--- src/rtl/lcd_wr_pkg.sv ---
package lcd_wr_pkg;

  // Strobes from the sequencing control into the datapath.
  typedef struct packed {
    logic capture;  // take request word, selector and timing fields
    logic launch;   // drive the captured word onto the panel bus
  } lcdStrobe_t;

  typedef enum logic [2:0] {
    PH_IDLE,
    PH_ADDR_LEAD,
    PH_CS_LEAD,
    PH_WR_LOW,
    PH_CS_TAIL
  } lcdPhase_t;

endpackage

--- src/rtl/lcd_wr_dpath.sv ---
module lcd_wr_dpath
  import lcd_wr_pkg::*;
#(
  parameter int DW = 8,
  parameter int TW = 4
) (
  input  logic          clk,
  input  logic          rst,
  input  lcdStrobe_t    strobe,
  input  logic          reqAddr,
  input  logic [DW-1:0] reqData,
  input  logic [TW-1:0] wrSetup,
  input  logic [TW-1:0] wrActive,
  input  logic [TW-1:0] wrHold,
  output logic [TW-1:0] wrSetupQ,
  output logic [TW-1:0] wrActiveQ,
  output logic [TW-1:0] wrHoldQ,
  output logic          lcdAddr,
  output logic [DW-1:0] lcdData
);

  localparam logic [TW-1:0] ActiveDefault = TW'(1);

  logic [DW-1:0] dataPend;

  // Timing fields captured at accept; defaults mirror the power-on values.
  always_ff @(posedge clk) begin
    if (rst) begin
      wrSetupQ  <= '0;
      wrActiveQ <= ActiveDefault;
      wrHoldQ   <= '0;
    end else if (strobe.capture) begin
      wrSetupQ  <= wrSetup;
      wrActiveQ <= wrActive;
      wrHoldQ   <= wrHold;
    end
  end

  // Selector goes out at once; the word waits for the write-enable phase.
  always_ff @(posedge clk) begin
    if (rst) begin
      lcdAddr  <= 1'b0;
      dataPend <= '0;
      lcdData  <= '0;
    end else begin
      if (strobe.capture) begin
        lcdAddr  <= reqAddr;
        dataPend <= reqData;
      end
      if (strobe.launch) lcdData <= dataPend;
    end
  end

  p_launch_after_capture_r6 : assert property (@(posedge clk) disable iff (rst)
    strobe.launch |-> !strobe.capture);

endmodule

--- src/rtl/lcd_wr_ctrl.sv ---
module lcd_wr_ctrl
  import lcd_wr_pkg::*;
#(
  parameter int TW = 4
) (
  input  logic          clk,
  input  logic          rst,
  input  logic          reqValid,
  input  logic [TW-1:0] csSetup,
  input  logic [TW-1:0] wrSetupQ,
  input  logic [TW-1:0] wrActiveQ,
  input  logic [TW-1:0] wrHoldQ,
  output logic          reqReady,
  output lcdStrobe_t    strobe,
  output logic          lcdCsN,
  output logic          lcdWrN,
  output logic          done
);

  lcdPhase_t phase, phaseNext;
  logic [TW-1:0] cnt, cntNext;
  logic phaseEnd;

  assign reqReady = (phase == PH_IDLE);
  assign phaseEnd = (cnt == '0);

  always_comb begin
    phaseNext = phase;
    cntNext   = phaseEnd ? cnt : cnt - 1'b1;
    strobe    = '0;
    unique case (phase)
      PH_IDLE: begin
        cntNext = cnt;
        if (reqValid) begin
          strobe.capture = 1'b1;
          phaseNext      = PH_ADDR_LEAD;
          cntNext        = csSetup;
        end
      end
      PH_ADDR_LEAD: if (phaseEnd) begin
        phaseNext = PH_CS_LEAD;
        cntNext   = wrSetupQ;
      end
      PH_CS_LEAD: if (phaseEnd) begin
        phaseNext     = PH_WR_LOW;
        cntNext       = wrActiveQ;
        strobe.launch = 1'b1;
      end
      PH_WR_LOW: if (phaseEnd) begin
        phaseNext = PH_CS_TAIL;
        cntNext   = wrHoldQ;
      end
      PH_CS_TAIL: if (phaseEnd) phaseNext = PH_IDLE;
      default: phaseNext = PH_IDLE;
    endcase
  end

  always_ff @(posedge clk) begin
    if (rst) begin
      phase  <= PH_IDLE;
      cnt    <= '0;
      lcdCsN <= 1'b1;
      lcdWrN <= 1'b1;
      done   <= 1'b0;
    end else begin
      phase  <= phaseNext;
      cnt    <= cntNext;
      lcdCsN <= !(phaseNext inside {PH_CS_LEAD, PH_WR_LOW, PH_CS_TAIL});
      lcdWrN <= (phaseNext != PH_WR_LOW);
      done   <= (phase == PH_CS_TAIL) && phaseEnd;
    end
  end

  p_wr_inside_cs_r5 : assert property (@(posedge clk) disable iff (rst)
    !lcdWrN |-> !lcdCsN);
  p_busy_not_ready_r7 : assert property (@(posedge clk) disable iff (rst)
    !lcdCsN |-> !reqReady);
  p_done_single_r10 : assert property (@(posedge clk) disable iff (rst)
    done |=> !done);
  p_done_on_rise_r10 : assert property (@(posedge clk) disable iff (rst)
    done |-> $rose(lcdCsN));
  p_rise_gives_done_r10 : assert property (@(posedge clk) disable iff (rst)
    $rose(lcdCsN) && !$past(rst) |-> done);

endmodule

--- src/rtl/lcd_wr_seq.sv ---
module lcd_wr_seq
  import lcd_wr_pkg::*;
#(
  parameter int DW = 8,
  parameter int TW = 4
) (
  input  logic          clk,
  input  logic          rst,
  input  logic          reqValid,
  output logic          reqReady,
  input  logic          reqAddr,
  input  logic [DW-1:0] reqData,
  input  logic [TW-1:0] csSetup,
  input  logic [TW-1:0] wrSetup,
  input  logic [TW-1:0] wrActive,
  input  logic [TW-1:0] wrHold,
  output logic          lcdAddr,
  output logic          lcdCsN,
  output logic          lcdWrN,
  output logic [DW-1:0] lcdData,
  output logic          done
);

  lcdStrobe_t strobe;
  logic [TW-1:0] wrSetupQ, wrActiveQ, wrHoldQ;

  lcd_wr_ctrl #(.TW(TW)) i_ctrl (
    .clk(clk), .rst(rst), .reqValid(reqValid), .csSetup(csSetup),
    .wrSetupQ(wrSetupQ), .wrActiveQ(wrActiveQ), .wrHoldQ(wrHoldQ),
    .reqReady(reqReady), .strobe(strobe), .lcdCsN(lcdCsN),
    .lcdWrN(lcdWrN), .done(done)
  );

  lcd_wr_dpath #(.DW(DW), .TW(TW)) i_dpath (
    .clk(clk), .rst(rst), .strobe(strobe), .reqAddr(reqAddr),
    .reqData(reqData), .wrSetup(wrSetup), .wrActive(wrActive),
    .wrHold(wrHold), .wrSetupQ(wrSetupQ), .wrActiveQ(wrActiveQ),
    .wrHoldQ(wrHoldQ), .lcdAddr(lcdAddr), .lcdData(lcdData)
  );

  p_addr_steady_r2 : assert property (@(posedge clk) disable iff (rst)
    !reqReady && $past(!reqReady) |-> $stable(lcdAddr));
  p_data_steady_r6 : assert property (@(posedge clk) disable iff (rst)
    $past(!lcdWrN) && !lcdCsN |-> $stable(lcdData));

endmodule

--- config.mk ---
export PLATFORM = sky130hd
export DESIGN_NAME = lcd_wr_seq
export DESIGN_NICKNAME = d
export VERILOG_FILES = /design/src/rtl/lcd_wr_pkg.sv /design/src/rtl/lcd_wr_dpath.sv /design/src/rtl/lcd_wr_ctrl.sv /design/src/rtl/lcd_wr_seq.sv
export SDC_FILE = /design/constraint.sdc
export NUM_CORES = 1
export LEC_CHECK = 0
export ABC_AREA = 1
export BUFFER_PORTS_ARGS = -buffer_cell sky130_fd_sc_hd__buf_4
export CORE_MARGIN = 5
export CORE_UTILIZATION = 40
export DETAILED_ROUTE_END_ITERATION = 6
export PLACE_DENSITY = 0.62
export SYNTH_ARGS = -nofsm -noshare
export SYNTH_HDL_FRONTEND = slang
export SYNTH_SLANG_ARGS = --single-unit
--- constraint.sdc ---
create_clock -name clk -period 2.9 [get_ports clk]
set_input_delay 0.87 -clock clk [delete_from_list [all_inputs] [get_ports clk]]
set_output_delay 0.87 -clock clk [all_outputs]
set_load 0.005 [all_outputs]
# [Yosys cells after proc, flatten, opt, wreduce, memory -nomap -nowiden]
# Cells that the tools add are included.
[word_totals] regBits=39 input_bits=28 output_inout_bits=13 wordCells=42
[classes] add_sub_neg=1 n_eq_ne=9 n_mux=16 n_reduce_logical=5
[ops] op="$mux W4" n=5
[ops] op="$pmux W4 S4" n=1
[ops] op="$mux W3" n=5
[ops] op="$pmux W3 S5" n=1
[ops] op="$eq A3 B2 Y1 const B" n=4
[ops] op="$eq A3 B3 Y1 const B" n=2
[ops] op="$logic_not A4 Y1" n=1
[ops] op="$mux W1" n=4
[ops] op="$sub A4 B1 Y4 const B" n=1
[ops] op="$eq A3 B1 Y1 const B" n=1
[ops] op="$logic_not A3 Y1" n=1
[ops] op="$ne A3 B2 Y1 const B" n=1
[ops] op="$reduce_bool A3 Y1" n=1
[ops] op="$ne A2 B2 Y1 const B" n=1
[ops] op="$logic_and A1 B1 Y1" n=1
[ops] op="$logic_not A1 Y1" n=1

# [Logic depth before layout (Yosys ltp)]
# Gate-level depths: netlist (run 1).
[depth] ltp_word=6 depth_mapped=12 ltp_nobuf=11

# [By module]
# A second synthesis (run 1) with hierarchy kept.
[hier_totals] hier_cells=302 hier_area_um2=1973.1
[by_module_without_submodules] mod="lcd_wr_dpath" instances=1 cells_per_inst=184 area_each_um2=1232.4 seq_area_each_um2=580.6
[by_module_without_submodules] mod="lcd_wr_ctrl" instances=1 cells_per_inst=118 area_each_um2=740.7 seq_area_each_um2=200.2

# [Worst setup path before layout (run 1)]
# Ideal clock, no wire load.
[synth_timing] kind="register to output" start="reg i_ctrl.phase[0]" end="out reqReady" arrival_ns=0.742 required_ns=2.030 path_slack_ns=1.288 path_stages_with_launch=5 n_path_buf=1 path_cell_list="dfxtp_1 -> buf_6 -> nor2_2 -> nand2_4 -> clkinv_4"
[synth_via] elab_chain_len=1
[synth_lines] item="from (decl)" line_no="lcd_wr_ctrl.sv:20" rtl="lcdPhase_t phase, phaseNext;"
[synth_lines] item="from (signal assigned)" line_no="lcd_wr_ctrl.sv:66" rtl="phase <= phaseNext;"
[synth_lines] item="$logic_not A3 Y1" line_no="lcd_wr_ctrl.sv:24" rtl="assign reqReady = (phase == PH_IDLE);"
[synth_lines] item="to (decl)" line_no="lcd_wr_seq.sv:10" rtl="output logic reqReady,"
# No other way between the ends.

# [Worst setup path in the final report (run 1)]
# Ends and elaborated chain as after synthesis.

==> results.json, run 1 <==
{
  "outcome": "finished, final reports clean",
  "vias_per_cell": 4.829,
  "hp-class": "flip-flop to flip-flop",
  "tightest_slew_ns": 0.4837,
  "tns_ns": 0,
  "synth_cell_types": 30,
  "fin_crit_ns": 2.150,
  "synthesis.nets": 266,
  "wire_per_inst_um": 12.00,
  "synth_simple_gate_area_share_pct": 26.58,
  "sw_frac_of_total_pct": 33.56,
  "cts_buffers": 5,
  "cp-end-kind": "primary output",
  "drc_errors": 0,
  "critPathRequiredTime_ns": 2.03,
  "wl_um": 3923,
  "gp_congestion": 0.8509,
  "wirelength_met1_um": 1921,
  "cp_max_fo": 9,
  "cts_hold_buf": 0,
  "num_rows": 24,
  "core-area_um2": 4354,
  "synth_compound_area_share_pct": 17.47,
  "boundaryPins": 41,
  "final_cells": 327,
  "ir_drop_mv": 0.3621,
  "clock_power_share_pct": 28.3,
  "power_frac_comb_pct": 30.5,
  "ys_seq_area_share_pct": 43.42,
  "seq_area_um2": 780.7,
  "final_area_um2": 2201,
  "clock-sinks": 39,
  "n_fill_cell": 430,
  "wl_met3_um": 239,
  "syn_area_um2": 1798,
  "clk_pin_slew_ns": 0.08,
  "max_stage_delay_ns": 0.54,
  "start_util_pct": 41.29,
  "synth_edf_count": 0,
  "power.switching_w": 0.0005487,
  "startpoint_type": "flip-flop",
  "arrival_ns": 1.28,
  "diodes": 0,
  "ant_nets": 0,
  "place_inst": 319,
  "synth_seq_cells": 39,
  "grt_pass1_vias": 1503,
  "io_buffers": 40,
  "die_w_um": 77.05,
  "synth_cells": 237,
  "synth_top_family_by_area": "simple AND/OR/NAND/NOR gates",
  "dr.first_iter.drc_count": 64,
  "nets": 303,
  "multiInputGateArea_um2": 804.5,
  "hold_ws_ns": 0.4539,
  "async_reset_ff_share_pct": 0,
  "cts_resized": 0,
  "placed_area_um2": 2083,
  "die_h_um": 77.05,
  "worstSetupPathType": "flip-flop to primary output",
  "path_cells": "nor2_2, nand2_4, clkinv_4, buf_4",
  "synth_adder_area_share_pct": 0.6959,
  "hold_violations": 0,
  "powerDensity_nw_per_um2": 742.8,
  "clock_path_buffers": 2,
  "track_usage_pct": 13.60,
  "drive_gt1_share_pct": 25.45,
  "antenna_found_initial": 0,
  "fin_ws_ns": 0.7502,
  "rsz0062_at_grt": "false",
  "clock_latency_ns": 0.29,
  "grt_max_degree": 31,
  "met2_wirelength_um": 1734,
  "synthMuxAreaShare_pct": 0,
  "max_slew_margin_pct": 67.70,
  "pre_cts_ws_ns": 0.8480,
  "rrSetupSlack_ns": 1.24,
  "drt_pass1_iterations": 4,
  "synth_xor_area_share_pct": 0,
  "clock.fmax_ghz": 0.4652,
  "cp_slowest_cell": "dfxtp_1",
  "htreeDepth": 2,
  "finalSetupViolCount": 0,
  "ys_warn_count": 0,
  "area_delta_synth_final_pct": 22.41,
  "syn_area_per_cell_um2": 7.586,
  "grt_overflow": 0,
  "drv_slew": 0,
  "top_layer_used": "met4",
  "drv_cap": 0,
  "grt_pass1_wl_um": 6679,
  "clockRootBuffer": "clkbuf_8",
  "p_leak_nw": 1.042,
  "post-cts-setup-buffers": 0,
  "dieArea_um2": 5936,
  "seqPwrFrac_pct": 41.2,
  "hpwl_um": 2810,
  "fin_skew_ns": 0.006742,
  "cts_tree": "built",
  "period_share_pct": 74.13,
  "p_int_w": 0.001086,
  "vias": 1579,
  "ys.flop_type": "dfxtp_1"
}
## state kept, by name (all words and copies together) (netlist names)
register	flops
i_dpath.dataPend	8
i_dpath.lcdData	8
i_ctrl.cnt	4
i_dpath.wrActiveQ	4
i_dpath.wrHoldQ	4
i_dpath.wrSetupQ	4
i_ctrl.phase	3
i_ctrl.done	1
i_ctrl.lcdCsN	1
i_ctrl.lcdWrN	1
i_dpath.lcdAddr	1
## stage by stage
step	power [W]	util [%]
final	0.001635	50.55
after global routing	0.001754	50.55
after global placement	0.001178	47.84
after floorplan	0.001084	-
after detailed placement	0.001186	47.84
after CTS	0.001653	50.55
## power groups by stage
stage          Sequential, W  Combinational [W]  Clock (W)
2_1_floorplan       0.000668           0.000416          0
3_3_place_gp        0.000685           0.000494          0
3_5_place_dp        0.000685           0.000501          0
4_1_cts             0.000673           0.000504   0.000476
5_1_grt             0.000684           0.000567   0.000502
6_report            0.000673           0.000498   0.000463
## layout make-up
cell class,count,area share (%)
timing repair buffer,41,13.99
clock inverter,2,1.592
multi-input combinational,155,36.55
clock buffer,6,3.752
inverter,32,5.685
sequential,39,35.47
tap,52,2.956
## logic make-up after synthesis
logic type	after synthesis
buffers and inverters	43
flip-flops	39
AND/OR/NAND/NOR	96
AO/OA/AOI/OAI	58
adder cells (fa/ha/maj)	1
## path summary, 6_finish.rpt
check,from,to,depth (start not counted)
worst max-delay path,i_ctrl.phase[0]$_SDFF_PP0_,reqReady,4
worst min-delay path,i_dpath.dataPend[3]$_SDFFE_PP0P_,i_dpath.lcdData[3]$_SDFFE_PP0P_,2
worst max register to register,i_ctrl.cnt[0]$_SDFFE_PP0P_,i_ctrl.cnt[0]$_SDFFE_PP0P_,8
worst min register to register,i_dpath.dataPend[3]$_SDFFE_PP0P_,i_dpath.lcdData[3]$_SDFFE_PP0P_,2
## synthesized netlist by cell type (2+ instances only)
master,instances,share of area [%]
dfxtp_1,39,43
nor2_8,2,2.2
o21ai_0,22,6.1
nand4_1,5,1.7
a21oi_2,2,0.97
clkbuf_1,3,0.63
buf_6,5,3.1
nand2_1,31,6.5
inv_2,4,0.83
nand3_1,12,3.3
nand2_2,2,0.70
nor2_2,2,0.70
nor2_1,33,6.9
inv_1,27,5.6
a21oi_1,16,4.5
nand2_4,3,1.9
nor2_4,2,1.3
o21ai_1,14,3.9
buf_4,2,0.83
## placed cells by master, fill, tap and decap left out, drive strengths merged, types with 2 or more instances in the layout
master and instances:
o21ai 36, nand4 5, dfxtp 39, clkbuf 6, nand3 12, inv 31, o211ai 2, nor2 39
nand2 36, clkinv 2, a21oi 18, buf 41
## per-layer routing
metal / vias to the layer above / global-route usage [%]
li1: 841 / -
met1: 704 / 18.55
met2: 32 / 20.20
met3: 2 / 5.035
met4: 0 / 3.608
met5: - / 0
## critical path, delay by kind of cell (launching register included)
| family | cells | cell delay (ns) |
|---|---|---|
| AND/OR/NAND/NOR | 2 | 0.25 |
| buffers and inverters | 2 | 0.21 |
| flip-flops | 1 | 0.54 |
Power figures use the tool's default switching activity.
==> run 2, diff against run 1 <==
PLACE_DENSITY = 0.64   (was 0.62)
clock period = 1.7 ns   (was 2.9 ns; I/O delays follow)
==> run 2 against run 1 <==
Effect of this change:
- design area up 1.3%
- combinational power up 83%
- hold slack worse by 0.026 ns
- clock skew down 0.0011 ns
- critical endpoint unchanged
- largest cell class unchanged
- largest power group unchanged
==> results.json, run 2 (synthesis results as in run 1) <==
{
  "outcome": "finished, final reports clean",
  "dr.first_iter.drc_count": 80,
  "rr_worst_depth": 8,
  "hpwl_um": 2941,
  "nets": 306,
  "post-cts-setup-buffers": 0,
  "fin_crit_ns": 1.628,
  "clock_latency_ns": 0.29,
  "met2_wirelength_um": 1729,
  "hp-class": "input port to flip-flop",
  "wl_met3_um": 243,
  "final_cells": 330,
  "die_w_um": 77.05,
  "max_slew_margin_pct": 83.34,
  "drt_pass1_iterations": 4,
  "drv_cap": 0,
  "top_regs": "i_dpath.dataPend (8), i_dpath.lcdData (8)",
  "vias_per_cell": 4.767,
  "boundaryPins": 41,
  "track_usage_pct": 14.81,
  "final_common_cell": "buf_4",
  "wirelength_met1_um": 1890,
  "ant_nets": 0,
  "p_leak_nw": 1.049,
  "grt_overflow": 0,
  "tns_ns": 0,
  "clockRootBuffer": "clkbuf_8",
  "wire_per_inst_um": 11.91,
  "hold_start": "rst",
  "ir_drop_mv": 0.4700,
  "core-area_um2": 4354,
  "area_delta_synth_final_pct": 23.94,
  "diodes": 0,
  "finalSetupViolCount": 0,
  "clock.fmax_ghz": 0.6144,
  "htreeDepth": 2,
  "rr_startpoint": "i_ctrl.cnt[0]$_SDFFE_PP0P_",
  "crit-reg2reg-capture": "i_ctrl.cnt[0]$_SDFFE_PP0P_",
  "startpoint_type": "flip-flop",
  "wl_um": 3931,
  "antenna_found_initial": 0,
  "cts_buffers": 5,
  "num_rows": 24,
  "drc_errors": 0,
  "rsz0062_at_grt": "false",
  "fin_skew_ns": 0.005663,
  "worstSetupPathType": "flip-flop to primary output",
  "grt_pass1_wl_um": 7279,
  "hold_violations": 0,
  "cts_tree": "built",
  "grt_max_degree": 31,
  "clock-sinks": 39,
  "arrival_ns": 1.12,
  "final_cell_mix": "buf_4 (42), dfxtp_1 (37), nor2_1 (33)",
  "grt_pass1_vias": 1648,
  "tightest_slew_ns": 0.2476,
  "worstHoldPathCells": 2,
  "drive_gt1_share_pct": 26.98,
  "vias": 1573,
  "period_share_pct": 95.74,
  "powerDensity_nw_per_um2": 1193,
  "die_h_um": 77.05,
  "critPathRequiredTime_ns": 1.19,
  "clock_path_buffers": 2,
  "drv_slew": 0,
  "min_to": "i_ctrl.phase[1]$_SDFF_PP0_",
  "clk_pin_slew_ns": 0.07,
  "gp_congestion": 0.8154,
  "cp_max_fo": 7,
  "rrSetupSlack_ns": 0.15,
  "finish.utilization_pct": 51.18,
  "n_fill_cell": 440,
  "cp-end-kind": "primary output",
  "dieArea_um2": 5936,
  "io_buffers": 40,
  "start_util_pct": 41.29,
  "top_layer_used": "met4",
  "crit_start": "i_ctrl.phase[1]$_SDFF_PP0_",
  "place_inst": 322
}
[run 2: cell types whose count changed in the layout (fill, tap and decap cells not counted)]
| cell | previous run | this run |
|---|---|---|
| inv_2 | 4 | 3 |
| nor2_4 | 2 | 3 |
| ha_2 | 0 | 1 |
| inv_4 | 0 | 1 |
| clkbuf_8 | 6 | 5 |
| clkbuf_1 | 0 | 1 |
| dfxtp_2 | 0 | 2 |
| bufinv_16 | 1 | 0 |
| clkinvlp_4 | 0 | 1 |
| buf_4 | 41 | 42 |
| buf_12 | 0 | 2 |
| dfxtp_1 | 39 | 37 |
| ha_1 | 1 | 0 |
| nor2_2 | 2 | 1 |
[run 2: timing repair]
item,CTS,global route
resized for setup,1,4
pin swaps,0,0
endpoints found under the setup margin,1,3
hold buffers,0,0
[run 2: cell type report]
type	instances	area, um2	share of cell area (%)
clock buffer	6	72.57	3.257
clock inverter	2	12.51	0.5615
inverter	32	127.6	5.727
multi-input combinational	155	812.0	36.44
sequential	39	783.3	35.15
tap	52	65.06	2.920
timing repair buffer	44	355.3	15.95
[run 2: power by group]
group          leakage, nW  total, W  switching [W]  internal (W)
combinational        0.686  0.000911       0.000546      0.000365
clock               0.0412  0.000604       0.000318      0.000286
sequential           0.322   0.00114      0.0000883       0.00106
total                 1.05   0.00266       0.000952       0.00171
[run 2: metrics by stage]
stage                     worst slack (ns)  hold slack, ns  instance area [um2]  total power (W)
after CTS                         0.006897          0.4165                 2217         0.002682
after global placement              0.1535          0.4381                 2131         0.002048
after global routing               0.01018          0.4183                 2228         0.002885
after floorplan                     0.2833          0.4254                 1798         0.001849
final                              0.07240          0.4282                 2228         0.002659
after detailed placement            0.1090          0.4471                 2131         0.002065
[run 2: per-layer routing]
layer	GRT usage [%]	vias up
li1	-	846
met1	18.67	685
met2	23.34	36
met3	4.918	6
met4	5.670	0
met5	0	-
[run 2: critical path, stage by stage, from the launching register on]
cell	delay (ns)
dfxtp_2	0.42
nor2_4	0.07
nand2_4	0.12
clkinv_4	0.08
buf_4	0.13
[run 2: worst max-delay path by stage]
| stage | end | slack (ns) | cells past startpoint |
|---|---|---|---|
| 2_1_floorplan | i_ctrl.cnt[1]$_SDFFE_PP0P_ | 0.28 | 12 |
| 3_3_place_gp | i_ctrl.lcdWrN$_SDFF_PP1_ | 0.15 | 7 |
| 3_5_place_dp | i_ctrl.cnt[0]$_SDFFE_PP0P_ | 0.11 | 8 |
| 4_1_cts | reqReady | 0.007 | 4 |
| 5_1_grt | reqReady | 0.01 | 4 |
| 6_report | reqReady | 0.07 | 4 |
==> run 3, diff against run 2 <==
CTS_CLUSTER_DIAMETER = 60   (was unset)
GPL_TIMING_DRIVEN = 0   (was unset)
==> run 3 against run 2 <==
Effect of this change:
- routed wire length increased by 4.3%
- total power increased by 9.0%
- design area increased by 3.3%
- clock power increased by 28%
- critical path depth increased by 1
- core utilization increased by 1.7 points
- maximum frequency increased by 0.65%
- register-to-register slack improved by 0.02 ns
- cell count increased by 2.4%
- hold slack improved by 0.0022 ns
- clock-buffer cell count decreased by 1
- largest cell class unchanged
==> results.json, run 3 (synthesis results as in run 1) <==
{
  "outcome": "finished, final reports clean",
  "core-area_um2": 4354,
  "rr_worst_depth": 12,
  "clockRootBuffer": "clkbuf_8",
  "io_buffers": 40,
  "vias_per_cell": 4.784,
  "antenna_found_initial": 0,
  "finish.utilization_pct": 52.87,
  "cp_max_fo": 9,
  "rsz0062_at_grt": "false",
  "clock-sinks": 39,
  "drv_cap": 0,
  "p_leak_nw": 1.088,
  "vias": 1617,
  "drv_slew": 0,
  "nets": 314,
  "critPathRequiredTime_ns": 1.19,
  "arrival_ns": 1.11,
  "hp-class": "input port to flip-flop",
  "dr.first_iter.drc_count": 81,
  "hold_ws_ns": 0.4304,
  "drive_gt1_share_pct": 27.97,
  "grt_overflow": 0,
  "track_usage_pct": 14.44,
  "endpoint": "reqReady",
  "rrSetupSlack_ns": 0.17,
  "n_fill_cell": 420,
  "hold_violations": 0,
  "hold_start": "wrActive[0]",
  "drc_errors": 0,
  "wire_per_inst_um": 12.13,
  "crit_start": "i_ctrl.phase[0]$_SDFF_PP0_",
  "fin_total_pwr_w": 0.002900,
  "dieArea_um2": 5936,
  "cts_buffers": 5,
  "clock_path_buffers": 2,
  "ant_nets": 0,
  "clk_pin_slew_ns": 0.08,
  "max_slew_margin_pct": 74.07,
  "period_share_pct": 95.13,
  "rr_startpoint": "i_ctrl.cnt[0]$_SDFFE_PP0P_",
  "final_common_cell": "buf_4",
  "start_util_pct": 41.29,
  "fin_skew_ns": 0.007707,
  "worstSetupPathType": "flip-flop to primary output",
  "die_h_um": 77.05,
  "top_regs": "i_dpath.dataPend (8), i_dpath.lcdData (8)",
  "grt_pass1_vias": 1554,
  "startpoint_type": "flip-flop",
  "crit-reg2reg-capture": "i_ctrl.cnt[1]$_SDFFE_PP0P_",
  "fin_crit_ns": 1.617,
  "cts_tree": "built",
  "drt_pass1_iterations": 4,
  "ir_drop_mv": 0.6163,
  "finalSetupViolCount": 0,
  "num_rows": 24,
  "diodes": 0,
  "clock_latency_ns": 0.29,
  "powerDensity_nw_per_um2": 1259,
  "grt_max_degree": 14,
  "wl_um": 4101,
  "gp_congestion": 0.8085,
  "die_w_um": 77.05,
  "final_cell_mix": "buf_4 (43), dfxtp_1 (38), nor2_1 (33)",
  "cts_hold_buf": 0,
  "area_delta_synth_final_pct": 28.04,
  "worstHoldPathCells": 3,
  "cp-end-kind": "primary output",
  "tns_ns": 0,
  "hpwl_um": 3113,
  "htreeDepth": 2,
  "grt_pass1_wl_um": 7003,
  "boundaryPins": 41,
  "clock.fmax_ghz": 0.6184,
  "tightest_slew_ns": 0.3890
}
[run 3: cell type report]
cell class	instances	area, um2	share of cell area (%)
tap	52	65.06	2.826
timing repair buffer	41	307.8	13.37
buffer	11	87.58	3.804
clock inverter	3	43.79	1.902
inverter	32	125.1	5.435
sequential	39	782.0	33.97
multi-input combinational	155	822.0	35.71
clock buffer	5	68.82	2.989
[run 3: routing by layer]
| metal | global-route usage [%] | wire, um |
|---|---|---|
| met1 | 18.35 | 2006 |
| met4 | 4.639 | 63 |
| met2 | 22.75 | 1813 |
| met5 | 0 | 0 |
| met3 | 5.152 | 218 |
[run 3: worst max-delay path, cell delays in order, from the launching register on]
cell	delay, ns
dfxtp_1	0.33
buf_6	0.15
nor2_4	0.05
nand2_4	0.10
clkinv_4	0.06
buf_4	0.13
[run 3: where the power goes]
part	internal (W)	total (W)	leakage (nW)	switching (W)
logic	0.000419	0.000987	0.708	0.000568
registers	0.00106	0.00114	0.321	0.0000845
clock network	0.000437	0.000772	0.0581	0.000335
total	0.00191	0.00290	1.09	0.000988
[run 3: worst min path at each step]
stage                                             end  slack, ns
global placement     i_dpath.wrSetupQ[0]$_SDFFE_PP0P_       0.44
detailed placement   i_dpath.wrSetupQ[0]$_SDFFE_PP0P_       0.44
global route               i_ctrl.cnt[2]$_SDFFE_PP0P_       0.42
finish              i_dpath.wrActiveQ[0]$_SDFFE_PP1P_       0.43
floorplan            i_dpath.wrSetupQ[0]$_SDFFE_PP0P_       0.43
CTS                        i_ctrl.cnt[2]$_SDFFE_PP0P_       0.42
[run 3: through the flow]
stage	cell area, um2	worst slack [ns]	std cells
floorplan	1798	0.2833	237
global placement	2163	0.08300	329
detailed placement	2163	0.07066	329
CTS	2282	0.03115	337
global route	2302	0.02305	338
finish	2302	0.08287	338
[run 3: timing repair]
action | 4_1_cts | 5_1_grt
endpoints found under the hold margin | 0 | 0
endpoints found under the setup margin | 1 | 3
setup buffers | 0 | 1
pin swaps | 0 | 1
resized for setup | 2 | 2
